$ cat src/rtl/spi_wr_engine.sv
module spi_wr_engine #(
  parameter int HALF_DIV = 2
) (
  input  logic        clk,
  input  logic        rst_n,
  input  logic        bus_wr,
  input  logic [2:0]  bus_addr,
  input  logic [31:0] bus_wdata,
  output logic [31:0] bus_rdata,
  output logic        spi_sck,
  output logic        spi_cs_n,
  output logic        spi_sd_o,
  output logic        spi_sd_oe
);
  localparam int PER = 2 * HALF_DIV;
  localparam int CW  = $clog2(8 * PER) + 1;
  localparam logic [2:0] A_CFG = 3'd0, A_DLY = 3'd1, A_WDAT = 3'd2,
                         A_SIZE = 3'd3, A_CTRL = 3'd4, A_STAT = 3'd5;

  typedef enum logic [2:0] {S_IDLE, S_LEAD, S_SHIFT, S_LAG, S_GAP} st_t;
  st_t st;

  logic        cpol, cpha_tx, cpha_rx;
  logic [1:0]  idle_md;
  logic [2:0]  d_lead, d_lag, d_gap;
  logic [31:0] wdat, sr;
  logic [3:0]  size_cd;
  logic [CW-1:0] cnt;
  logic [4:0]  bits_left, nbits_m1;
  logic        ph, keep_q, last_bit, cs_n_q, size_ok;

  always_comb begin
    size_ok  = 1'b1;
    nbits_m1 = 5'd7;
    case (size_cd)
      4'h8:    nbits_m1 = 5'd7;
      4'hC:    nbits_m1 = 5'd15;
      4'hF:    nbits_m1 = 5'd31;
      default: size_ok  = 1'b0;
    endcase
  end

  wire ctl_wr = bus_wr && (bus_addr == A_CTRL);
  wire start  = ctl_wr && (bus_wdata[1:0] == 2'b11) && size_ok && (st == S_IDLE);

  function automatic logic [CW-1:0] dly(input logic [2:0] f);
    return CW'((32'(f) + 1) * PER - 1);
  endfunction

  localparam logic [CW-1:0] HALF_LD = CW'(HALF_DIV - 1);

  always_ff @(posedge clk or negedge rst_n) begin
    if (!rst_n) begin
      cpol <= 1'b0; cpha_tx <= 1'b0; cpha_rx <= 1'b0; idle_md <= 2'b11;
      d_lead <= 3'd3; d_lag <= 3'd3; d_gap <= 3'd3;
      wdat <= '0; size_cd <= '0;
    end else if (bus_wr) begin
      case (bus_addr)
        A_CFG:  begin
          cpol <= bus_wdata[0]; cpha_tx <= bus_wdata[1];
          cpha_rx <= bus_wdata[2]; idle_md <= bus_wdata[5:4];
        end
        A_DLY:  begin
          d_lead <= bus_wdata[2:0]; d_lag <= bus_wdata[6:4]; d_gap <= bus_wdata[10:8];
        end
        A_WDAT: wdat <= bus_wdata;
        A_SIZE: size_cd <= bus_wdata[3:0];
        default: ;
      endcase
    end
  end

  always_ff @(posedge clk or negedge rst_n) begin
    if (!rst_n) begin
      st <= S_IDLE; cnt <= '0; bits_left <= '0; ph <= 1'b0; sr <= '0;
      keep_q <= 1'b0; last_bit <= 1'b0; cs_n_q <= 1'b1;
    end else begin
      case (st)
        S_IDLE: if (start) begin
          sr        <= {wdat[7:0], wdat[15:8], wdat[23:16], wdat[31:24]};
          keep_q    <= bus_wdata[8];
          bits_left <= nbits_m1;
          ph        <= 1'b0;
          if (cs_n_q) begin
            st <= S_LEAD; cs_n_q <= 1'b0; cnt <= dly(d_lead);
          end else begin
            st <= S_SHIFT; cnt <= HALF_LD;
          end
        end
        S_LEAD: if (cnt == '0) begin
          st <= S_SHIFT; cnt <= HALF_LD;
        end else cnt <= cnt - 1'b1;
        S_SHIFT: begin
          last_bit <= sr[31];
          if (cnt != '0) cnt <= cnt - 1'b1;
          else if (!ph) begin
            ph <= 1'b1; cnt <= HALF_LD;
          end else if (bits_left != '0) begin
            ph <= 1'b0; bits_left <= bits_left - 1'b1; sr <= sr << 1; cnt <= HALF_LD;
          end else if (keep_q) st <= S_IDLE;
          else begin
            st <= S_LAG; cnt <= dly(d_lag);
          end
        end
        S_LAG: if (cnt == '0) begin
          st <= S_GAP; cs_n_q <= 1'b1; cnt <= dly(d_gap);
        end else cnt <= cnt - 1'b1;
        S_GAP: if (cnt == '0) st <= S_IDLE;
               else cnt <= cnt - 1'b1;
        default: st <= S_IDLE;
      endcase
    end
  end

  assign spi_sck   = (st == S_SHIFT) ? (cpol ^ (cpha_tx ? ~ph : ph)) : cpol;
  assign spi_cs_n  = cs_n_q;
  assign spi_sd_oe = (st == S_SHIFT) || (idle_md != 2'b11);
  assign spi_sd_o  = (st == S_SHIFT) ? sr[31] :
                     (idle_md == 2'b01) ? 1'b1 :
                     (idle_md == 2'b10) ? last_bit : 1'b0;

  always_comb begin
    case (bus_addr)
      A_CFG:   bus_rdata = {26'd0, idle_md, 1'b0, cpha_rx, cpha_tx, cpol};
      A_DLY:   bus_rdata = {21'd0, d_gap, 1'b0, d_lag, 1'b0, d_lead};
      A_WDAT:  bus_rdata = wdat;
      A_SIZE:  bus_rdata = {28'd0, size_cd};
      A_CTRL:  bus_rdata = {23'd0, keep_q, 8'd0};
      A_STAT:  bus_rdata = {31'd0, st == S_IDLE};
      default: bus_rdata = '0;
    endcase
  end

  AST_KEEP_HOLDS_CS: assert property (@(posedge clk) disable iff (!rst_n)
    (st == S_SHIFT && keep_q) |=> !spi_cs_n);
  AST_SCK_RESTS_AT_CPOL: assert property (@(posedge clk) disable iff (!rst_n)
    spi_cs_n |-> (spi_sck == cpol));
  AST_SHIFT_UNDER_CS: assert property (@(posedge clk) disable iff (!rst_n)
    (st == S_SHIFT) |-> !spi_cs_n);
  AST_BUSY_START_DROPPED: assert property (@(posedge clk) disable iff (!rst_n)
    (ctl_wr && st == S_SHIFT) |=> $stable(keep_q));
  AST_BAD_SIZE_NO_START: assert property (@(posedge clk) disable iff (!rst_n)
    (st == S_IDLE && ctl_wr && !size_ok) |=> (st == S_IDLE));
endmodule

$ cat config.mk
export PLATFORM = sky130hd
export DESIGN_NAME = spi_wr_engine
export DESIGN_NICKNAME = d
export VERILOG_FILES = /design/src/rtl/spi_wr_engine.sv
export SDC_FILE = /design/constraint.sdc
export NUM_CORES = 1
export LEC_CHECK = 0
export ABC_AREA = 1
export BUFFER_PORTS_ARGS = -buffer_cell sky130_fd_sc_hd__buf_2
export CAP_MARGIN = 20
export CORE_MARGIN = 2
export CORE_UTILIZATION = 50
export DETAILED_ROUTE_END_ITERATION = 6
export PLACE_DENSITY = 0.71
export SYNTH_ARGS = -nofsm -noshare
export SYNTH_HDL_FRONTEND = slang
export SYNTH_SLANG_ARGS = --single-unit
$ cat constraint.sdc
create_clock -name clk -period 2.25 [get_ports clk]
set_input_delay 0.225 -clock clk [delete_from_list [all_inputs] [get_ports clk]]
set_output_delay 0.225 -clock clk [all_outputs]
set_load 0.03 [all_outputs]
### Word-level counts from Yosys, hierarchy flattened

Cells that the tools add are included.

| cells by class | value |
|---|---|
| $add $sub $neg | 8 |
| equal/unequal tests | 26 |
| muxes and demuxes | 45 |
| bitwise operators | 2 |
| reductions and logical operators | 24 |

Operator list:

| kind | number |
|---|---|
| 32-bit one-hot mux with 6 select lines | 1 |
| 32-bit two-way mux | 4 |
| 32-bit one-hot mux with 2 select lines | 1 |
| 6-bit two-way mux | 9 |
| 6-bit one-hot mux with 5 select lines | 1 |
| 6-bit by 1-bit subtractor with 6-bit output, second input constant | 4 |
| 3-bit two-way mux | 7 |
| 5-bit two-way mux | 4 |
| 2-bit != test, second input constant | 10 |
| 5-bit one-hot mux with 2 select lines | 2 |
| 3-bit one-hot mux with 5 select lines | 1 |
| 3-bit by 1-bit adder with 4-bit output, second input constant | 3 |
| 3-bit by 2-bit == test with 1-bit output, second input constant | 4 |
| 4-bit == test, second input constant | 3 |
| 1-bit two-way mux | 11 |
| 2-bit AND reduction | 5 |
| 5-bit nonzero test | 2 |
| 3-bit == test, second input constant | 3 |
| 7-bit AND reduction | 1 |
| 3-bit by 1-bit == test with 1-bit output, second input constant | 2 |
| 3-bit logical NOT | 2 |
| 6-bit logical NOT | 1 |
| 3-bit AND reduction | 2 |
| 6-bit nonzero test | 1 |
| other kinds (14) | 21 |

| storage, ports and cells | value |
|---|---|
| flip-flop bits (word level) | 100 |
| bits of input ports | 38 |
| output and inout bits | 36 |
| word-level logic and storage cells | 122 |

### Longest topological paths before layout

| depth | value |
|---|---|
| word-level depth | 7 |
| mapped depth | 12 |
| depth with buffers taken out | 12 |

### Worst setup path before layout

Ideal clock, no wire load.

| timing path | value |
|---|---|
| path kind | register to output |
| start point | register st[2] |
| end point | output spi_sd_o |
| data arrival time | 1.564 ns |
| data required time | 2.025 ns |
| path slack | 0.461 ns |
| stages on the path, launching flop included | 6 |
| path buffers | 1 |
| cells stage by stage | dfrtp_1 > inv_2 > nand3_2 > inv_2 > buf_2 > o31ai_1 |

| between the ends | value |
|---|---|
| cells in the longest elaborated chain, start to end | 2 |

Ends and longest elaborated chain:

| item | RTL line | source |
|---|---|---|
| from (decl) | 21 | `st_t st;` |
| from (signal assigned) | 75 | `st <= S_IDLE; cnt <= '0; bits_left <= '0; ph <= 1'b0; sr <= '0;` |
| from (signal assigned) | 85 | `st <= S_LEAD; cs_n_q <= 1'b0; cnt <= dly(d_lead);` |
| from (signal assigned) | 87 | `st <= S_SHIFT; cnt <= HALF_LD;` |
| 3-bit by 2-bit == test with 1-bit output | 118 | `assign spi_sd_o = (st == S_SHIFT) ? sr[31] :` |
| 1-bit two-way mux | 118 |  |
| to (decl) | 12 | `output logic spi_sd_o,` |

Every way passes these cells.

### Final worst setup path

| timing path | value |
|---|---|
| start point | register st[2] |
| end point | output spi_sck |

| between the ends | value |
|---|---|
| cells in the longest elaborated chain, start to end | 2 |

Ends and longest elaborated chain:

| item | RTL line | source |
|---|---|---|
| 3-bit by 2-bit == test with 1-bit output | 115 | `assign spi_sck = (st == S_SHIFT) ? (cpol ^ (cpha_tx ? ~ph : ph)) : cpol;` |
| 1-bit two-way mux | 115 |  |
| to (decl) | 10 | `output logic spi_sck,` |

Every way passes these cells.

==> results.json <==
{
  "cp.arrival_ps": 1850,
  "grt_usage": 0.2195,
  "worst-setup-path-type": "reg2out",
  "slowest_stage": "dfrtp_1",
  "clk_path_buf_depth": 2,
  "yosys_warnings": 0,
  "hp-class": "in2reg",
  "multi_input_area_um2": 2135,
  "h-tree-depth": 3,
  "end_kind": "primary output",
  "relSlewSlack": 0.6191,
  "crit_chain": "inv_2 -> nand3_2 -> inv_2 -> nand2_1 -> xor2_1 -> buf_2",
  "die_w_um": 105.7,
  "vias": 4585,
  "core-area_um2": 10180,
  "drv_slew": 0,
  "worstSetupStartpoint": "st[2]",
  "cp_max_fo": 11,
  "wl_per_cell_um": 13.14,
  "drive_gt1_frac": 0.1573,
  "place_inst": 882,
  "utilization": 0.5802,
  "grt_max_degree": 53,
  "cts_resized": 0,
  "syn_inst": 690,
  "grt_pass1_wl_um": 19810,
  "synth_area_per_cell_um2": 7.500,
  "clock_latency_ps": 360,
  "ys_types": 31,
  "antenna_found_initial": 0,
  "io_pins": 74,
  "final_cell_mix": "181 x nand2_1, 103 x inv_1, 100 x o21ai_0",
  "clkSinkCount": 100,
  "nNetsFinal": 803,
  "seq_area_frac_synth": 0.4857,
  "skew_ps": 8.462,
  "routed_via_density": 5.100,
  "gp_congestion": 0.8545,
  "syn_nets": 735,
  "cts_buffers": 9,
  "rsz0062_at_grt": "false",
  "start_util": 0.5081,
  "area_growth_pct": 14.19,
  "drtIter0Drc": 270,
  "drt-total-wl_um": 11820,
  "clock.fmax_ghz": 0.4811,
  "max_stage_delay_ps": 460,
  "ant_nets": 0,
  "fp.dieArea_um2": 11180,
  "vdd_drop_max_mv": 0.3133,
  "first_pass_iters": 5,
  "leakagePower_nw": 3.291,
  "grt_pass1_vias": 4247,
  "cp.required_ps": 2030,
  "syn-cell-area_um2": 5175,
  "drc_errors": 0,
  "grt_overflow": 0,
  "status": "complete, no violations",
  "cp_common_cell": "inv_2",
  "fin_tns_setup_ps": 0,
  "tritoncts": "built",
  "antenna_cells": 0,
  "hold_path.startpoint": "bus_wdata[9]",
  "pre_cts_slack_ps": 381.2,
  "fp-row-count": 37,
  "worstReg2RegStart": "bits_left[0]",
  "fin_ws_ps": 171.4,
  "finalCritPeriodShare": 0.9238,
  "clk_pin_slew_ps": 90,
  "finalHoldViolCount": 0,
  "regArea_um2": 2514,
  "cp-start-kind": "flop",
  "fill_cells": 978,
  "p_per_area_nw_per_um2": 662.3,
  "cts_root_buffer": "clkbuf_8",
  "cap_violations": 0,
  "finalNonFillerCells": 899,
  "fp.dieH_um": 105.7,
  "port_buffers": 73,
  "synth-seq-cells": 100,
  "layout_commonest_cell": "nand2_1",
  "period_needed_ps": 2079,
  "worst_pin_slew_ps": 571.4,
  "hpwl_um": 8841,
  "finalSetupViolCount": 0
}
==> cells by family (layout without fill, tap and decap cells) <==
kind of cell,after synthesis,count (layout),share of synthesized area
simple gates,283,283,0.2217
compound gates,158,158,0.1598
buf+inv,134,207,0.1023
flops,100,100,0.4857
xor+xnor,8,8,0.01354
fa+ha+maj,7,7,0.01692
==> flip-flops by register name, summed over array words and instances (netlist names) <==
name,count
ph,1
bits_left,5
keep_q,1
last_bit,1
cnt,6
d_lead,3
cpol,1
sr,32
size_cd,4
st,3
spi_cs_n,1
d_lag,3
idle_md,2
cpha_tx,1
wdat,32
d_gap,3
cpha_rx,1
==> power breakdown <==
group	leakage, nW	internal [mW]	switching [mW]
Clock	0.102	0.572	0.599
Combinational	2.09	0.211	0.392
Sequential	1.10	1.99	0.154
==> timing repair <==
item                                    CTS  global route
setup buffers                             0             0
hold endpoints to repair                 41             0
hold buffers                              1             0
endpoints found under the setup margin    0             0
==> metal layers <==
| layer | global-route usage | vias to the layer above | part of all wire |
|---|---|---|---|
| met4 | 0.07143 | 0 | 0.012 |
| met1 | 0.3027 | 2155 | 0.45 |
| met3 | 0.02845 | 14 | 0.042 |
| li1 | - | 2306 | - |
| met2 | 0.3608 | 110 | 0.49 |
| met5 | 0 | - | 0 |
==> Yosys cell counts (all sizes together) <==
| master | n | area, um2 |
|---|---|---|
| buf | 13 | 75.07 |
| o22ai | 3 | 18.77 |
| o21ai | 112 | 560.5 |
| or2 | 2 | 12.51 |
| o2111ai | 2 | 17.52 |
| nor3 | 2 | 10.01 |
| nand2 | 182 | 683.2 |
| a22oi | 2 | 15.01 |
| a32oi | 1 | 8.760 |
| inv | 108 | 405.4 |
| dfstp | 9 | 236.5 |
| xnor2 | 3 | 26.28 |
| a21oi | 32 | 160.2 |
| o211ai | 4 | 30.03 |
| nand4 | 3 | 25.02 |
| ha | 7 | 87.58 |
| o31ai | 1 | 7.510 |
| nand3 | 27 | 145.1 |
| clkbuf | 13 | 48.80 |
| dfrtp | 91 | 2277 |
| and2 | 1 | 6.260 |
| xor2 | 5 | 43.79 |
| nor2 | 66 | 265.3 |
| o221ai | 1 | 8.760 |
==> critical path, delay by kind of cell (launching register included) <==
kind                   cells  cell delay (ps)
XOR/XNOR                   1              180
buffers and inverters      3              570
flip-flops                 1              460
AND/OR/NAND/NOR            2              270
==> final cells by class <==
cell class                 count  area share
timing repair buffer          83     0.08173
sequential                   100      0.4254
clock buffer                  12     0.02625
tap                          136     0.02880
inverter                     108     0.06860
clock inverter                 4    0.008046
multi-input combinational    456      0.3612
==> final timing paths <==
kind | to | slack [ps] | depth (start not counted)
max in group asynchronous | d_gap[1] | 1190 | 3
setup / recovery | spi_sck | 170 | 6
setup reg to reg | cnt[0] | 350 | 11
hold / removal | d_gap[1] | 100 | 3
hold reg to reg | spi_cs_n | 490 | 2
min in group asynchronous | wdat[14] | 400 | 2
==> stage by stage <==
| step | hold WS [ps] | power (mW) | instance area (um2) |
|---|---|---|---|
| 6_report | 103.5 | 3.914 | 5909 |
| 5_1_grt | 107.1 | 4.120 | 5909 |
| 4_1_cts | 95.02 | 3.945 | 5909 |
| 3_5_place_dp | 267.5 | 2.775 | 5697 |
| 3_3_place_gp | 262.2 | 2.752 | 5697 |
| 2_1_floorplan | -70.59 | 2.521 | 5175 |
No activity file was read; power rests on OpenSTA's default activity.
